[src/rtl/dtg_pkg.sv]
// Shared types for the adaptive dead-time gate controller.
// Assumes nothing beyond a single clock domain for the sequencer.
package dtg_pkg;

    // Sequencer states; drive levels are decoded from these
    typedef enum logic [3:0] {
        ST_IDLE,     // disabled, both drives low
        ST_HS_ON,    // high side conducting
        ST_HS_FALL,  // high side still on, turn-off delay running
        ST_WAIT_SW,  // both low, waiting for switch node or timer
        ST_LS_RISE,  // both low, low-side turn-on delay running
        ST_LS_ON,    // low side conducting
        ST_LS_FALL,  // low side still on, turn-off delay running
        ST_WAIT_LG,  // both low, waiting for low gate to discharge
        ST_HS_RISE   // both low, high-side turn-on delay running
    } dtg_state_e;

endpackage

[src/rtl/dtg_sync.sv]
// Multi-stage synchronizer for a vector of asynchronous level flags.
// Assumes the flags are slow levels; no pulse capture is attempted.
module dtg_sync #(
    parameter int N      = 2,
    parameter int STAGES = 2
) (
    input  logic         clk,
    input  logic         rst_n,
    input  logic [N-1:0] din,
    output logic [N-1:0] dout
);

    logic [N-1:0] stg [STAGES];

    for (genvar s = 0; s < STAGES; s++) begin : g_stage
        if (s == 0) begin : g_first
            // First stage samples the raw flags
            always_ff @(posedge clk) begin
                if (!rst_n) stg[s] <= '0;
                else        stg[s] <= din;
            end
        end else begin : g_next
            // Later stages shift the previous stage along
            always_ff @(posedge clk) begin
                if (!rst_n) stg[s] <= '0;
                else        stg[s] <= stg[s-1];
            end
        end
    end

    assign dout = stg[STAGES-1];

endmodule

[src/rtl/dtg_safety_timer.sv]
// Safety timer: counts cycles while run is high, clears when run is low.
// The expire output is high in the cycle where LIMIT cycles of run are complete.
// Assumes LIMIT >= 1.
module dtg_safety_timer #(
    parameter int LIMIT = 30
) (
    input  logic clk,
    input  logic rst_n,
    input  logic run,
    output logic expire
);

    localparam int W = $clog2(LIMIT + 1);

    logic [W-1:0] cnt;

    // Count while armed; saturate at the terminal value
    always_ff @(posedge clk) begin
        if (!rst_n || !run)            cnt <= '0;
        else if (cnt != W'(LIMIT - 1)) cnt <= cnt + W'(1);
    end

    assign expire = run && (cnt == W'(LIMIT - 1));

endmodule

[src/rtl/dtg_seq.sv]
// Interlock sequencer: walks turn-off delay, sensed wait and turn-on delay for
// each PWM edge, and falls back to the safety timer on the low-side turn-on.
// Assumes pwm and en are synchronous and the flags are already synchronized.
module dtg_seq
    import dtg_pkg::*;
#(
    parameter int HS_OFF_DLY = 2,
    parameter int LS_ON_DLY  = 2,
    parameter int LS_OFF_DLY = 2,
    parameter int HS_ON_DLY  = 2
) (
    input  logic clk,
    input  logic rst_n,
    input  logic en,
    input  logic pwm,
    input  logic sw_lo,
    input  logic lg_lo,
    input  logic expire,
    output logic tmr_run,
    output logic hs,
    output logic ls,
    output logic tmo
);

    localparam int MAX_A = (HS_OFF_DLY > LS_ON_DLY)  ? HS_OFF_DLY : LS_ON_DLY;
    localparam int MAX_B = (LS_OFF_DLY > HS_ON_DLY)  ? LS_OFF_DLY : HS_ON_DLY;
    localparam int MAX_D = (MAX_A > MAX_B) ? MAX_A : MAX_B;
    localparam int CW    = $clog2(MAX_D + 2);

    dtg_state_e    st, st_n;
    logic [CW-1:0] cnt, cnt_n;
    logic          fire;

    // Next-state decision for every state; disable overrides all
    always_comb begin
        st_n  = st;
        cnt_n = cnt;
        fire  = 1'b0;
        if (!en) begin
            st_n = ST_IDLE;
        end else begin
            unique case (st)
                ST_IDLE: st_n = pwm ? ST_WAIT_LG : ST_WAIT_SW;
                ST_HS_ON: if (!pwm) begin
                    if (HS_OFF_DLY == 0) st_n = ST_WAIT_SW;
                    else begin st_n = ST_HS_FALL; cnt_n = CW'(1); end
                end
                ST_HS_FALL: begin
                    if (pwm)                           st_n = ST_HS_ON;
                    else if (cnt >= CW'(HS_OFF_DLY))   st_n = ST_WAIT_SW;
                    else                               cnt_n = cnt + CW'(1);
                end
                ST_WAIT_SW: begin
                    if (pwm) st_n = ST_WAIT_LG;
                    else if (sw_lo) begin
                        if (LS_ON_DLY == 0) st_n = ST_LS_ON;
                        else begin st_n = ST_LS_RISE; cnt_n = CW'(1); end
                    end else if (expire) begin
                        st_n = ST_LS_ON;
                        fire = 1'b1;
                    end
                end
                ST_LS_RISE: begin
                    if (pwm)                           st_n = ST_WAIT_LG;
                    else if (cnt >= CW'(LS_ON_DLY))    st_n = ST_LS_ON;
                    else                               cnt_n = cnt + CW'(1);
                end
                ST_LS_ON: if (pwm) begin
                    if (LS_OFF_DLY == 0) st_n = ST_WAIT_LG;
                    else begin st_n = ST_LS_FALL; cnt_n = CW'(1); end
                end
                ST_LS_FALL: begin
                    if (!pwm)                          st_n = ST_LS_ON;
                    else if (cnt >= CW'(LS_OFF_DLY))   st_n = ST_WAIT_LG;
                    else                               cnt_n = cnt + CW'(1);
                end
                ST_WAIT_LG: begin
                    if (!pwm) st_n = ST_WAIT_SW;
                    else if (lg_lo) begin
                        if (HS_ON_DLY == 0) st_n = ST_HS_ON;
                        else begin st_n = ST_HS_RISE; cnt_n = CW'(1); end
                    end
                end
                ST_HS_RISE: begin
                    if (!pwm)                          st_n = ST_WAIT_SW;
                    else if (cnt >= CW'(HS_ON_DLY))    st_n = ST_HS_ON;
                    else                               cnt_n = cnt + CW'(1);
                end
                default: st_n = ST_IDLE;
            endcase
        end
    end

    // State, delay counter and timeout pulse registers
    always_ff @(posedge clk) begin
        if (!rst_n) begin
            st  <= ST_IDLE;
            cnt <= '0;
            tmo <= 1'b0;
        end else begin
            st  <= st_n;
            cnt <= cnt_n;
            tmo <= fire;
        end
    end

    assign tmr_run = (st == ST_WAIT_SW);
    assign hs      = (st == ST_HS_ON) || (st == ST_HS_FALL);
    assign ls      = (st == ST_LS_ON) || (st == ST_LS_FALL);

endmodule

[src/rtl/dtg_gate_ctrl.sv]
// Adaptive dead-time gate controller for one synchronous buck half-bridge.
// Synchronizes the two comparator flags, runs the interlock sequencer and
// the safety timer. Assumes pwm_in and en are synchronous to clk.
module dtg_gate_ctrl #(
    parameter int HS_OFF_DLY  = 2,
    parameter int LS_ON_DLY   = 2,
    parameter int LS_OFF_DLY  = 2,
    parameter int HS_ON_DLY   = 2,
    parameter int SAFE_CYC    = 30,
    parameter int SYNC_STAGES = 2
) (
    input  logic clk,
    input  logic rst_n,
    input  logic en,
    input  logic pwm_in,
    input  logic sw_low,
    input  logic lg_low,
    output logic hs_drv,
    output logic ls_drv,
    output logic tmo_pulse
);

    logic [1:0] flags_s;
    logic       tmr_run;
    logic       expire;

    dtg_sync #(.N(2), .STAGES(SYNC_STAGES)) u_sync (
        .clk  (clk),
        .rst_n(rst_n),
        .din  ({lg_low, sw_low}),
        .dout (flags_s)
    );

    dtg_safety_timer #(.LIMIT(SAFE_CYC)) u_tmr (
        .clk   (clk),
        .rst_n (rst_n),
        .run   (tmr_run),
        .expire(expire)
    );

    dtg_seq #(
        .HS_OFF_DLY(HS_OFF_DLY),
        .LS_ON_DLY (LS_ON_DLY),
        .LS_OFF_DLY(LS_OFF_DLY),
        .HS_ON_DLY (HS_ON_DLY)
    ) u_seq (
        .clk    (clk),
        .rst_n  (rst_n),
        .en     (en),
        .pwm    (pwm_in),
        .sw_lo  (flags_s[0]),
        .lg_lo  (flags_s[1]),
        .expire (expire),
        .tmr_run(tmr_run),
        .hs     (hs_drv),
        .ls     (ls_drv),
        .tmo    (tmo_pulse)
    );

endmodule

[config.mk]
export PLATFORM = sky130hd
export DESIGN_NAME = dtg_gate_ctrl
export DESIGN_NICKNAME = d
export VERILOG_FILES = /design/src/rtl/dtg_pkg.sv /design/src/rtl/dtg_sync.sv /design/src/rtl/dtg_safety_timer.sv /design/src/rtl/dtg_seq.sv /design/src/rtl/dtg_gate_ctrl.sv
export SDC_FILE = /design/constraint.sdc
export NUM_CORES = 1
export LEC_CHECK = 0
export ABC_CLOCK_PERIOD_IN_PS = 6100
export CAP_MARGIN = 25
export CORE_ASPECT_RATIO = 2
export CORE_UTILIZATION = 35
export CTS_CLUSTER_SIZE = 24
export DETAILED_ROUTE_END_ITERATION = 16
export GPL_ROUTABILITY_DRIVEN = 0
export PLACE_DENSITY = 0.55
export SLEW_MARGIN = 20
export SYNTH_ARGS = -nofsm -noshare
export SYNTH_HDL_FRONTEND = slang
export SYNTH_SLANG_ARGS = --single-unit
[constraint.sdc]
create_clock -name clk -period 6.1 [get_ports clk]
set_clock_uncertainty 0.15 [all_clocks]
set_input_delay 1.83 -clock clk [delete_from_list [all_inputs] [get_ports clk]]
set_output_delay 1.83 -clock clk [all_outputs]
set_load 0.02 [all_outputs]
==> results.sh, run 1 <==
export IMPL_status="finished clean"
export IMPL_hold_viol=0
export IMPL_cts_tree="yes"
export IMPL_worstSetupPathType="reg2out"
export IMPL_fin_crit_sh_pct=66.5
export IMPL_synth_area_um2=1090
export IMPL_cts_buffers_inserted=3
export IMPL_hp_class="reg2reg"
export IMPL_p_leak_uw=0.000423
export IMPL_grt_pass1_vias=887
export IMPL_ctsResizeCount=0
export IMPL_hold_path_depth=1
export IMPL_grt_max_degree=21
export IMPL_synth_fp_nets=129
export IMPL_dr_pass1_iters=4
export IMPL_drc_errors=0
export IMPL_yosys_warnings=0
export IMPL_path_max_fanout=20
export IMPL_hp_start="u_sync.stg[0][0]"
export IMPL_synth_seq_area_share_pct=29.5
export IMPL_final_nets=134
export IMPL_final_area_um2=1180
export IMPL_clockBufferDepth=2
export IMPL_grtUsageTotal_pct=14.7
export IMPL_cts_root_buf="clkbuf_8"
export IMPL_p_int_uw=191
export IMPL_rsz0062_at_grt="false"
export IMPL_initial_core_util_pct=36.9
export IMPL_whs_ps=283
export IMPL_num_rows=28
export IMPL_avgViaCountPerCell=5.79
export IMPL_synth_area_leaders="dfxtp_1 (29%), buf_6 (6.2%), ha_1 (3.5%)"
export IMPL_die_area_um2=3350
export IMPL_crit_reg2reg_launch="u_seq.st[2]"
export IMPL_startpoint="u_seq.st[2]"
export IMPL_power_density_nw_per_um2=223
export IMPL_drtIter0Drc=10
export IMPL_ff2ff_path_depth=5
export IMPL_antenna_left=0
export IMPL_die_h_um=80.8
export IMPL_synthFlopType="dfxtp_1"
export IMPL_postCtsSetupBuffers=0
export IMPL_antenna_found_initial=0
export IMPL_n_antenna_cell=0
export IMPL_tns_ps=0
export IMPL_cp_arrival_ps=2070
export IMPL_overflow=0
export IMPL_yosys_area_top_type="dfxtp_1"
export IMPL_setup_violations=0
export IMPL_area_growth_pct=8.29
export IMPL_ys_types=48
export IMPL_p_sw_share_pct=27.1
export IMPL_cts_sinks=16
export IMPL_vias=891
export IMPL_grt_pass1_wl_um=3880
export IMPL_pwr_share_seq_pct=45.1
export IMPL_power_switching_uw=71.2
export IMPL_cap_violations=0
export IMPL_slew_headroom_pct=54.8
export IMPL_htreeDepth=1
export IMPL_clockPowerShare_pct=36.5
export IMPL_placed_area_um2=1120
export IMPL_hold_buffers=0
export IMPL_cts_clk_slew_worst_paths_ps=60
export IMPL_min_period_ps=4050
export IMPL_port_buffer_count=8
export IMPL_crit_required_ps=4120
export IMPL_start_kind="flip-flop"
export IMPL_ios=9
export IMPL_report_final_slew_viol_count=0
export IMPL_ys_ff_latch=16
export IMPL_tightest_slew_ps=677
export IMPL_synthArstFlopShare_pct=0
export IMPL_synth_top_area_share_pct=29.5
export IMPL_combPwrFrac_pct=18.4
export IMPL_clock_latency_ps=260
export IMPL_synthCells=120
export IMPL_chipWidth_um=41.4
export IMPL_worst_setup_path_end_kind="output pin"
export IMPL_drive_gt1_share_pct=17.7
export IMPL_wl_per_cell_um=14.4
export IMPL_wirelength_um=2220
export IMPL_synth_area_per_cell_um2=9.06
export IMPL_dp_hpwl_um=1610
export IMPL_ir_drop_mv=0.130
export IMPL_fp_coreArea_um2=2940
export IMPL_synth_edff_count=0
export IMPL_fmax_mhz=247
## path summary, 6_finish.rpt
kind,slack (ps),to
worst max-delay path,2050,ls_drv
worst min-delay path,280,u_sync.stg[1][0]
worst max register to register,3890,u_seq.st[2]
worst min register to register,280,u_sync.stg[1][0]
## registers in the layout, summed over array words and instances (netlist names)
signal and flops:
u_seq.cnt 2, u_seq.st 4, u_seq.tmo 1, u_sync.stg 4, u_tmr.cnt 5
## cells by family (layout without fill, tap and decap cells)
kind of cell    after synthesis  count (layout)  share of synthesized area [%]
xor+xnor                      5               5                           4.03
buf+inv                      13              17                           9.32
mux                           1               1                           1.04
flops                        16              16                           29.5
fa+ha+maj                     3               3                           3.45
simple gates                 51              51                           30.2
compound gates               31              31                           22.6
## power groups by stage
stage	Clock [µW]	Combinational, µW	Sequential [µW]
final	95.7	48.2	118
after global routing	101	53.4	119
after CTS	97.4	48.7	118
after detailed placement	0	48.3	120
after global placement	0	47.6	120
after floorplan	0	46.3	114
## synthesized netlist by cell type, types with 2 or more instances
library cell  number
a211oi_1           2
a21oi_1            7
and2_1             4
buf_4              2
buf_6              6
dfxtp_1           16
ha_1               3
inv_1              5
nand2_1            5
nand3_1            5
nand3b_1           2
nor2_1             8
nor2_2             2
nor2b_1            2
nor3_1             5
o21ai_0            7
o221a_2            2
or4_1              4
xnor2_1            4
## worst max-delay path: stages, from the launching register on
cell,delay (ps)
dfxtp_1,760
inv_1,200
nor3_1,230
clkdlybuf4s50_1,630
## per-layer routing
metal	vias up	global-route usage, %	part of all wire (%)
li1	441	-	-
met1	438	15.7	40
met2	8	26.6	56
met3	4	2.44	1.8
met4	0	8.71	1.9
met5	-	0	0
## layout make-up
type                            count  area, µm²
Tap cell                           30       37.5
Timing Repair Buffer                8       80.1
Multi-Input combinational cell     91        666
Fill cell                         321       1770
Inverter                            5       18.8
Sequential cell                    16        320
Clock buffer                        4       55.1
## stage by stage
step                util [%]  cells  setup WS (ps)  power, µW
finish                  40.0    154           2050        262
global route            40.0    154           1930        274
CTS                     40.0    154           2050        264
detailed placement      38.1    150           1970        169
global placement        38.1    150           2020        168
floorplan                  -    120           2840        160
## placed cells by master (no fill, tap or decap), types with 4 or more instances in the layout
cell	count
o21ai_0	7
nor2_1	8
inv_1	5
or4_1	4
clkdlybuf4s50_1	8
dfxtp_1	16
nand3_1	5
clkbuf_8	4
nor3_1	5
and2_1	4
nand2_1	5
xnor2_1	4
a21oi_1	7
No activity file was read; power rests on OpenSTA's default activity.
==> run 2, diff against run 1 <==
--- a/config.mk
+++ b/config.mk
@@ -5,14 +5,14 @@
 export SDC_FILE = /design/constraint.sdc
 export NUM_CORES = 1
 export LEC_CHECK = 0
-export ABC_CLOCK_PERIOD_IN_PS = 6100
+export ABC_CLOCK_PERIOD_IN_PS = 3700
 export CAP_MARGIN = 25
 export CORE_ASPECT_RATIO = 2
 export CORE_UTILIZATION = 35
 export CTS_CLUSTER_SIZE = 24
 export DETAILED_ROUTE_END_ITERATION = 16
 export GPL_ROUTABILITY_DRIVEN = 0
-export PLACE_DENSITY = 0.55
+export PLACE_DENSITY = 0.57
 export SLEW_MARGIN = 20
 export SYNTH_ARGS = -nofsm -noshare
 export SYNTH_HDL_FRONTEND = slang
==> constraint.sdc (replaced) <==
create_clock -name clk -period 3.7 [get_ports clk]
set_clock_uncertainty 0.15 [all_clocks]
set_input_delay 1.11 -clock clk [delete_from_list [all_inputs] [get_ports clk]]
set_output_delay 1.11 -clock clk [all_outputs]
set_load 0.02 [all_outputs]
==> run 2 against run 1 <==
Net effect:
- register-to-register slack worse by 2200 ps
- final cell count is 1.3% higher
- routed wire length is 4.0% lower
- critical path depth stayed put
- die area stayed put
- via count is 2.9% lower
- clock power is 61% higher
- worst setup slack worse by 1500 ps
- count of clock-buffer cells in the layout stayed put
- global-route usage is 0.30 points lower
- utilization is 0.51 points higher
- largest cell class unchanged
- highest routed layer unchanged
==> results.sh, run 2 (synthesis gave the netlist of run 1 again) <==
export IMPL_grtUsageTotal_pct=14.4
export IMPL_grt_pass1_wl_um=3840
export IMPL_drc_errors=0
export IMPL_cts_tree="yes"
export IMPL_met2_length_um=1190
export IMPL_cts_root_buf="clkbuf_8"
export IMPL_tns_ps=0
export IMPL_dr_pass1_iters=4
export IMPL_chipWidth_um=41.4
export IMPL_dp_hpwl_um=1650
export IMPL_fmax_mhz=321
export IMPL_wirelength_met1_um=881
export IMPL_ir_drop_mv=0.232
export IMPL_hold_buffers=0
export IMPL_n_antenna_cell=0
export IMPL_fin_ws_ps=582
export IMPL_area_growth_pct=9.67
export IMPL_initial_core_util_pct=36.9
export IMPL_dr_max_layer_used="met4"
export IMPL_report_final_slew_viol_count=0
export IMPL_num_rows=28
export IMPL_ctsResizeCount=0
export IMPL_antenna_found_initial=0
export IMPL_clock_latency_ps=250
export IMPL_whs_ps=283
export IMPL_wirelength_um=2130
export IMPL_drtIter0Drc=10
export IMPL_min_period_ps=3120
export IMPL_layout_commonest_cell="dfxtp_1"
export IMPL_avgViaCountPerCell=5.54
export IMPL_rr_endpoint="u_seq.st[3]"
export IMPL_crit_required_ps=2440
export IMPL_ios=9
export IMPL_slew_headroom_pct=58.8
export IMPL_endpoint="ls_drv"
export IMPL_mostFrequentLayoutCells="dfxtp_1 (16), nor2_1 (8), clkdlybuf4s50_1 (8)"
export IMPL_p_leak_uw=0.000434
export IMPL_worst_path_stages=3
export IMPL_status="finished clean"
export IMPL_hp_class="reg2reg"
export IMPL_wl_per_cell_um=13.6
export IMPL_worstSetupPathType="reg2out"
export IMPL_power_density_nw_per_um2=360
export IMPL_reg2reg_slack_ps=1680
export IMPL_setup_violations=0
export IMPL_final_nets=136
export IMPL_top_register="u_tmr.cnt"
export IMPL_routed_wl_met3_um=31
export IMPL_cts_sinks=16
export IMPL_path_max_fanout=14
export IMPL_total_power_uw=429
export IMPL_die_h_um=80.8
export IMPL_postCtsSetupBuffers=0
export IMPL_cp_arrival_ps=1860
export IMPL_crit_reg2reg_launch="u_seq.st[3]"
export IMPL_port_buffer_count=8
export IMPL_fillers=314
export IMPL_cts_clk_slew_worst_paths_ps=70
export IMPL_crit_chain="xnor2_1 > nor3_1 > clkdlybuf4s50_1"
export IMPL_hold_viol=0
export IMPL_grt_pass1_vias=867
export IMPL_vias=865
export IMPL_cts_buffers_inserted=3
export IMPL_largest_reg_flops=5
export IMPL_startpoint="u_seq.st[0]"
export IMPL_start_kind="flip-flop"
export IMPL_place_ws_ps=442
export IMPL_fp_coreArea_um2=2940
export IMPL_cap_violations=0
export IMPL_critPathBufInv=1
export IMPL_clockBufferDepth=2
export IMPL_reg_top3="u_tmr.cnt (5), u_seq.st (4), u_sync.stg (4)"
export IMPL_tightest_slew_ps=617
export IMPL_worst_setup_path_end_kind="output pin"
export IMPL_final_util_pct=40.5
export IMPL_htreeDepth=1
export IMPL_grt_max_degree=21
export IMPL_crit_path_top_delay_cell="dfxtp_1"
export IMPL_drive_gt1_share_pct=19.0
export IMPL_critPathTopFamily="flip-flops"
export IMPL_overflow=0
export IMPL_fin_crit_sh_pct=84.3
export IMPL_antenna_left=0
export IMPL_die_area_um2=3350
export IMPL_ff2ff_path_depth=5
export IMPL_rsz0062_at_grt="false"
export IMPL_max_stage_delay_ps=630
## run 2: cell types whose count changed in the layout (fill, tap and decap cells not counted)
cell,change
buf_4,+2
## run 2: per-stage QoR
step           cells  instance area, µm²
3_3_place_gp     152                1140
4_1_cts          156                1190
3_5_place_dp     152                1140
6_report         156                1190
2_1_floorplan    120                1090
5_1_grt          156                1190
## run 2: worst min-delay path by stage
stage | start | endpoint | slack (ps) | depth (start not counted)
2_1_floorplan | u_sync.stg[0][0] | u_sync.stg[1][0] | 260 | 1
3_3_place_gp | u_sync.stg[0][0] | u_sync.stg[1][0] | 270 | 1
3_5_place_dp | u_sync.stg[0][0] | u_sync.stg[1][0] | 270 | 1
4_1_cts | u_sync.stg[0][0] | u_sync.stg[1][0] | 280 | 1
5_1_grt | u_sync.stg[0][0] | u_sync.stg[1][0] | 290 | 1
6_report | u_sync.stg[0][0] | u_sync.stg[1][0] | 280 | 1
## run 2: cell type report
cell class / instances / area (µm²) / share of cell area, %
multi-input cells: 91 / 666 / 55.8
flip-flops and latches: 16 / 320 / 26.9
repair buffers: 10 / 95.1 / 7.97
clock buffers: 4 / 55.1 / 4.62
well taps: 30 / 37.5 / 3.15
inverters: 5 / 18.8 / 1.57
## run 2: power by group
| part | internal, µW | leakage, µW | total, µW | switching, µW |
|---|---|---|---|---|
| Clock | 94.3 | 0.0000288 | 154 | 59.3 |
| Sequential | 179 | 0.000130 | 189 | 10.3 |
| Combinational | 43.2 | 0.000274 | 86.3 | 43.1 |
| Total | 316 | 0.000434 | 429 | 113 |
## run 2: per-layer routing
| layer | vias up | track usage [%] |
|---|---|---|
| li1 | 444 | - |
| met1 | 414 | 15.6 |
| met2 | 5 | 26.4 |
| met3 | 2 | 2.00 |
| met4 | 0 | 7.74 |
| met5 | - | 0 |
